**config.mk**
```make
export PLATFORM = sky130hd
export DESIGN_NAME = int_alu
export DESIGN_NICKNAME = d
export VERILOG_FILES = /design/src/rtl/int_alu_pkg.sv /design/src/rtl/int_alu_addsub.sv /design/src/rtl/int_alu_shift.sv /design/src/rtl/int_alu_logic.sv /design/src/rtl/int_alu.sv
export SDC_FILE = /design/constraint.sdc
export NUM_CORES = 1
export LEC_CHECK = 0
export CORE_ASPECT_RATIO = 1.5
export CORE_MARGIN = 2
export CORE_UTILIZATION = 45
export DETAILED_ROUTE_END_ITERATION = 12
export GPL_ROUTABILITY_DRIVEN = 0
export MAX_ROUTING_LAYER = met4
export PLACE_DENSITY = 0.65
export SYNTH_ARGS = -nofsm -noshare
export SYNTH_HDL_FRONTEND = slang
export SYNTH_SLANG_ARGS = --single-unit
```
**constraint.sdc**
```tcl
create_clock -name clk -period 7.7 [get_ports clk]
set_clock_uncertainty 0.2 [all_clocks]
set_input_delay 1.925 -clock clk [delete_from_list [all_inputs] [get_ports clk]]
set_output_delay 1.925 -clock clk [all_outputs]
set_load 0.02 [all_outputs]
```
**src/rtl/int_alu_pkg.sv**
```systemverilog
package int_alu_pkg;
  typedef enum logic [3:0] {
    OP_ADD  = 4'd0,
    OP_SUB  = 4'd1,
    OP_AND  = 4'd2,
    OP_OR   = 4'd3,
    OP_XOR  = 4'd4,
    OP_NOR  = 4'd5,
    OP_SLT  = 4'd6,
    OP_SLTU = 4'd7,
    OP_SLL  = 4'd8,
    OP_SRL  = 4'd9,
    OP_SRA  = 4'd10
  } alu_op_e;
endpackage

```
**src/rtl/int_alu_addsub.sv**
```systemverilog
module int_alu_addsub #(
  parameter int W = 32
) (
  input  logic [W-1:0] a,
  input  logic [W-1:0] b,
  input  logic         sub,
  output logic [W-1:0] sum,
  output logic         lt_s,
  output logic         lt_u
);
  logic [W:0] ext;

  // invert-and-add-one subtraction; carry out clear means a borrow occurred
  always_comb begin
    ext  = {1'b0, a} + {1'b0, b ^ {W{sub}}} + {{W{1'b0}}, sub};
    sum  = ext[W-1:0];
    lt_u = ~ext[W];
    lt_s = (a[W-1] != b[W-1]) ? a[W-1] : ext[W-1];
  end
endmodule

```
**src/rtl/int_alu_shift.sv**
```systemverilog
module int_alu_shift #(
  parameter int W  = 32,
  parameter int SW = 5
) (
  input  logic [W-1:0]  din,
  input  logic [SW-1:0] amt,
  input  logic          left,
  input  logic          arith,
  output logic [W-1:0]  dout
);
  logic [W-1:0] stg [0:SW];
  logic [W-1:0] rev_in;
  logic [W-1:0] rev_out;
  logic         fill;

  // left shifts reuse the right shifter on bit-reversed data
  always_comb begin
    for (int k = 0; k < W; k++) rev_in[k] = din[W-1-k];
  end

  assign fill   = arith & ~left & din[W-1];
  assign stg[0] = left ? rev_in : din;

  generate
    for (genvar i = 0; i < SW; i++) begin : g_stage
      localparam int D = 1 << i;
      if (D < W) begin : g_part
        assign stg[i+1] = amt[i] ? {{D{fill}}, stg[i][W-1:D]} : stg[i];
      end else begin : g_full
        assign stg[i+1] = amt[i] ? {W{fill}} : stg[i];
      end
    end
  endgenerate

  always_comb begin
    for (int k = 0; k < W; k++) rev_out[k] = stg[SW][W-1-k];
  end

  assign dout = left ? rev_out : stg[SW];
endmodule

```
**src/rtl/int_alu_logic.sv**
```systemverilog
module int_alu_logic
  import int_alu_pkg::*;
#(
  parameter int W = 32
) (
  input  logic [3:0]   op,
  input  logic [W-1:0] a,
  input  logic [W-1:0] b,
  output logic [W-1:0] y
);
  always_comb begin
    case (op)
      OP_AND:  y = a & b;
      OP_OR:   y = a | b;
      OP_XOR:  y = a ^ b;
      OP_NOR:  y = ~(a | b);
      default: y = '0;
    endcase
  end
endmodule

```
**src/rtl/int_alu.sv**
```systemverilog
module int_alu
  import int_alu_pkg::*;
#(
  parameter int DATA_W  = 32,
  parameter int SHAMT_W = $clog2(DATA_W)
) (
  input  logic               clk,
  input  logic               rst,
  input  logic [3:0]         op_sel,
  input  logic [DATA_W-1:0]  opnd_a,
  input  logic [DATA_W-1:0]  opnd_b,
  input  logic [SHAMT_W-1:0] shamt,
  output logic [DATA_W-1:0]  result,
  output logic               zero_flag
);
  logic [DATA_W-1:0] sum_w, logic_w, shift_w, res_nxt;
  logic              lt_s_w, lt_u_w, is_sub, sh_left, sh_arith;

  assign is_sub   = (op_sel != OP_ADD);
  assign sh_left  = (op_sel == OP_SLL);
  assign sh_arith = (op_sel == OP_SRA);

  int_alu_addsub #(.W(DATA_W)) addsub_i (
    .a(opnd_a), .b(opnd_b), .sub(is_sub),
    .sum(sum_w), .lt_s(lt_s_w), .lt_u(lt_u_w)
  );

  int_alu_logic #(.W(DATA_W)) logic_i (
    .op(op_sel), .a(opnd_a), .b(opnd_b), .y(logic_w)
  );

  int_alu_shift #(.W(DATA_W), .SW(SHAMT_W)) shift_i (
    .din(opnd_b), .amt(shamt), .left(sh_left), .arith(sh_arith), .dout(shift_w)
  );

  always_comb begin
    case (op_sel)
      OP_ADD, OP_SUB:                 res_nxt = sum_w;
      OP_AND, OP_OR, OP_XOR, OP_NOR:  res_nxt = logic_w;
      OP_SLT:  res_nxt = {{(DATA_W-1){1'b0}}, lt_s_w};
      OP_SLTU: res_nxt = {{(DATA_W-1){1'b0}}, lt_u_w};
      OP_SLL, OP_SRL, OP_SRA:         res_nxt = shift_w;
      default: res_nxt = '0;
    endcase
  end

  always_ff @(posedge clk) begin
    if (rst) begin
      result    <= '0;
      zero_flag <= 1'b1;
    end else begin
      result    <= res_nxt;
      zero_flag <= (res_nxt == '0);
    end
  end
endmodule

```
# Word level (Yosys, flattened, before mapping)
# Index checks and enable logic that the tools add are counted.
word_totals:
  in_bits: 75
  wordCells: 40
  regBits: 33
  rom_bits: 0
  memories: 0
  latchBits: 0
  ramBits: 0
classes:
  div: 0
  magnitude_cmp: 0
  n_reduce_logical: 6
  mux: 10
  multipliers: 0
  addsub: 2
  n_shift: 0
  n_bitwise: 9
  eq_ne: 11
op_table:
  columns: ["operator", "count"]
  rows:
  - ["32-bit two-way mux", 7]
  - ["32-bit case mux with 5 select lines", 1]
  - ["32-bit case mux with 4 select lines", 1]
  - ["32-bit bitwise XOR", 2]
  - ["32-bit by 32-bit adder with 33-bit output", 1]
  - ["33-bit by 1-bit adder with 33-bit output", 1]
  - ["32-bit bitwise AND", 1]
  - ["32-bit zero test", 1]
  - ["32-bit NOT", 1]
  - ["32-bit OR", 1]
  - ["4-bit by 3-bit == test with 1-bit output (second input constant)", 4]
  - ["4-bit == test (second input constant)", 3]
  - ["4-bit by 2-bit == test with 1-bit output (second input constant)", 2]
  - ["4-bit by 1-bit == test with 1-bit output (second input constant)", 1]
  - ["4-bit zero test", 1]
  - ["4-bit nonzero test", 1]
  - ["4-bit OR reduction", 1]
  - ["3-bit OR reduction", 1]
  - ["1-bit bitwise AND", 2]
  - ["1-bit NOT", 2]
  - ["2-bit OR reduction", 1]
  - ["1-bit two-way mux", 1]
  - ["1-bit != test", 1]

# Longest topological paths before layout
logic_depth:
  ltp_word: 12
  mapped_depth: 17
  depth_no_buf: 15

# Cells and area by module
# From an unflattened synthesis, not the netlist that was laid out.
unflattened:
  hier_cells: 1252
  hier_area_um2: 9919.5
modules_own_cells:
  columns: ["module", "area_each_um2", "cells_per_inst", "n_inst"]
  rows:
  - ["int_alu_shift", 3594.7, 461, 1]
  - ["int_alu_logic", 2204.6, 247, 1]
  - ["int_alu_addsub", 2127.0, 302, 1]
  - ["int_alu", 1993.2, 242, 1]

# Worst setup path before layout
# No wires, ideal clock.
synth_path:
  kind: "input -> register"
  startpoint: "input port op_sel[1]"
  endpoint: "register zero_flag"
  slack_ns: 1.512
  setup_time_ns: 0.060
  t_arrival_ns: 5.927
  n_path_buf: 2
  stages: 15
  path_cell_list: "buf_2 > nor4_2 > buf_1 > xnor2_1 > ha_1 > a21oi_1 > a211oi_1 > nor4_1 > nor3_1 > or3_1 > xor2_1 > a221o_1 > nor4_1 > and3_1 > a41o_1"
synth_between:
  elab_chain_cells: 12
  word_cells_on_any_way: 33
synth_lines:
  columns: ["item", "line", "rtl"]
  rows:
  - ["start, declared", "int_alu.sv:9", "input logic [3:0] op_sel,"]
  - ["parallel branches: the longest is 10 deep, another holds 32-bit by 32-bit adder with 33-bit output", null, null]
  - ["32-bit case mux with 5 select lines (*)", "int_alu.sv:37", "case (op_sel)"]
  - ["32-bit zero test (*)", "int_alu.sv:53", "zero_flag <= (res_nxt == '0);"]
  - ["end signal, assigned", "int_alu.sv:53", null]
  - ["end, declared", "int_alu.sv:14", "output logic zero_flag"]
# Mark *: on every way between the ends.
# A chain may end at the register's enable or synchronous reset.

# Worst setup path in the final report
layout_path:
  startpoint: "input port op_sel[3]"
  endpoint: "register zero_flag"
# The elaborated chain is that of the path after synthesis.

==> out/results.ini <==
[clocking]
tritoncts=yes
postCtsSetupRepairBufs=0
path_clk_slew_ns=0.05
numCtsBuffers=5
clock_sinks=33
cts-htree-levels=2
cts.path.max_buffers=2
cts_hold_buf=0
post_cts_resized=0
cts_root_buf=clkbuf_16

[timing]
min_period_over_period=0.890
setup_tns_ns=0
slew_headroom=0.257
hold_viol_final=0
min_period_ns=6.85
rsz0062_at_grt=false
maxSlewViolCount=0
worst_hold_slack_ns=2.54
max_freq_mhz=146
setup_ws_ns=0.849
tightest_slew_ns=1.11
finalSetupViolCount=0

[detailed_routing]
avgViaCountPerCell=6.86
wl_um=37800
drt_iter0_markers=1206
wl_per_cell_um=25.0
ant_nets=0
drc=0
firstDrtPassIters=9
route.vias.total=10400

[outcome]
outcome=complete, no violations

[pwr]
p_int_mw=0.610
powerDensity_mw_per_mm2=113
leakage_nw=3.90
power_mw=1.12
swShare=0.454
p_seq_frac=0.169
clkPwrFrac=0.202
p_switching_mw=0.507
comb_power_share=0.629
irDropWorstVdd_mv=0.117

[worst_setup_path]
crit_path_max_incr_delay_ns=0.77
required_ns=7.71
worstSetupStartpointType=input pin
crit_path_end_kind=flop
crit_type=in -> reg
critPathMaxFanout=16
critPathArrivalTime_ns=6.86
path_cells=clkdlybuf4s50_1 -> buf_4 -> nor4b_4 -> buf_4 -> mux4_2 -> nand2_1 -> a21boi_0 -> nor4_1 -> o221ai_1 -> a221oi_1 -> nand4_1 -> nor4_1 -> and4_1 -> a41o_1
slowest_stage=nor4b_4

[synthesis]
ys_seq_elements=33
synthArstFlopShare=0
syn_inst=1195
synth_cell_types=80
synth_edf_count=0
yosysSeqAreaShare=0.0783
mappedNetlistNets=1366
synth_area_per_cell_um2=7.06
syn-cell-area_mm2=0.00843
synthFlopType=dfxtp_1
ys.warnings.count=0

[die]
num_io_pins=108
dieHeight_um=172
row_count=61
die_w_um=116
initial_core_util=0.457
core_area_mm2=0.0185
die-area_mm2=0.0199

[finish]
drive_gt1_frac=0.0635
area_delta_synth_final_pct=17.6
nets=1430
fillers=1916
final-seq-area_um2=661
diodes=0
final_cell_mix=nor2_1, nand2_1, clkdlybuf4s50_1
layout_commonest_cell=nor2_1
multi_input_area_mm2=0.00718

[min_path]
min_path_type=in -> reg
holdPathStages=7

[global_routing]
antenna_found_initial=0
grtUsageTotal=0.388
grt_overflow_total=0
grt_start_max_net_pins=46
grt_pass1_wl_um=57100
grt_pass1_vias=9615

[placed_design]
dp.final_hpwl_um=29500
io_buffer_count=107
pre_cts_ws_ns=0.757

[flow_run]
cap_violations=0

==> worst max-delay path, delay by kind of cell <==
| family | cells | cell delay (ns) |
|---|---|---|
| AOI/OAI and AO/OA | 4 | 1.12 |
| buffers and inverters | 3 | 0.96 |
| muxes | 1 | 0.58 |
| and+or+nand+nor | 6 | 2.26 |
==> power groups by stage <==
stage | Clock, mW | Combinational (mW) | Sequential [mW]
floorplan | 0 | 0.401 | 0.211
global placement | 0 | 0.667 | 0.192
detailed placement | 0 | 0.669 | 0.193
CTS | 0.229 | 0.671 | 0.189
global route | 0.235 | 0.744 | 0.190
finish | 0.226 | 0.702 | 0.189
==> synth_stat cells (all sizes together), types with 9 or more instances <==
| master | count | share of area |
|---|---|---|
| inv | 74 | 0.033 |
| a21o | 15 | 0.013 |
| nand3 | 14 | 0.0083 |
| a221o | 15 | 0.018 |
| and3 | 13 | 0.010 |
| buf | 21 | 0.015 |
| o32ai | 16 | 0.018 |
| xnor2 | 42 | 0.044 |
| a221oi | 33 | 0.034 |
| nand4 | 15 | 0.011 |
| o22ai | 10 | 0.0074 |
| nand2b | 20 | 0.015 |
| o31ai | 11 | 0.0098 |
| a21oi | 62 | 0.037 |
| mux4 | 16 | 0.043 |
| o221ai | 11 | 0.012 |
| nor2b | 16 | 0.012 |
| o211ai | 18 | 0.016 |
| ha | 95 | 0.14 |
| a211oi | 22 | 0.020 |
| mux2i | 35 | 0.042 |
| nor2 | 118 | 0.053 |
| a31oi | 13 | 0.0096 |
| nor4 | 15 | 0.013 |
| o21ai | 93 | 0.055 |
| clkbuf | 60 | 0.027 |
| o2111ai | 9 | 0.0093 |
| nor3 | 53 | 0.031 |
| dfxtp | 33 | 0.078 |
| nand2 | 110 | 0.049 |
==> final timing paths <==
path | from | endpoint | slack (ns)
max | op_sel[3] | zero_flag | 0.85
min | opnd_a[21] | result[21] | 2.54
==> layout make-up <==
class                           count  area share
Inverter                           77      0.0291
Timing Repair Buffer              138       0.131
Clock inverter                      1     0.00303
Multi-Input combinational cell   1004       0.724
Clock buffer                        7      0.0144
Sequential cell                    33      0.0666
Tap cell                          252      0.0318
==> registers in the layout, indices dropped and copies added (netlist names) <==
register   flops
result        32
zero_flag      1
==> logic make-up after synthesis <==
family	count (synthesis)	share of synthesized area
buffers and inverters	158	0.0760
muxes	54	0.0883
AOI/OAI and AO/OA	390	0.324
DFF	33	0.0783
and+or+nand+nor	414	0.239
xor gates and xnor gates	50	0.0519
adders and majority gates	96	0.143
==> per-stage QoR <==
step                      instances   util  area, um^2
after floorplan                1195      -        8430
after CTS                      1512  0.537        9920
after global placement         1504  0.528        9740
final                          1512  0.537        9920
after global routing           1512  0.537        9920
after detailed placement       1504  0.528        9740
==> layer usage <==
layer	part of all wire	vias to the layer above	GRT usage
met5	0	-	-
met1	0.35	4717	0.456
met3	0.11	230	0.0673
li1	-	4630	-
met2	0.45	797	0.603
met4	0.092	0	0.257
Power figures use the tool's default switching activity.
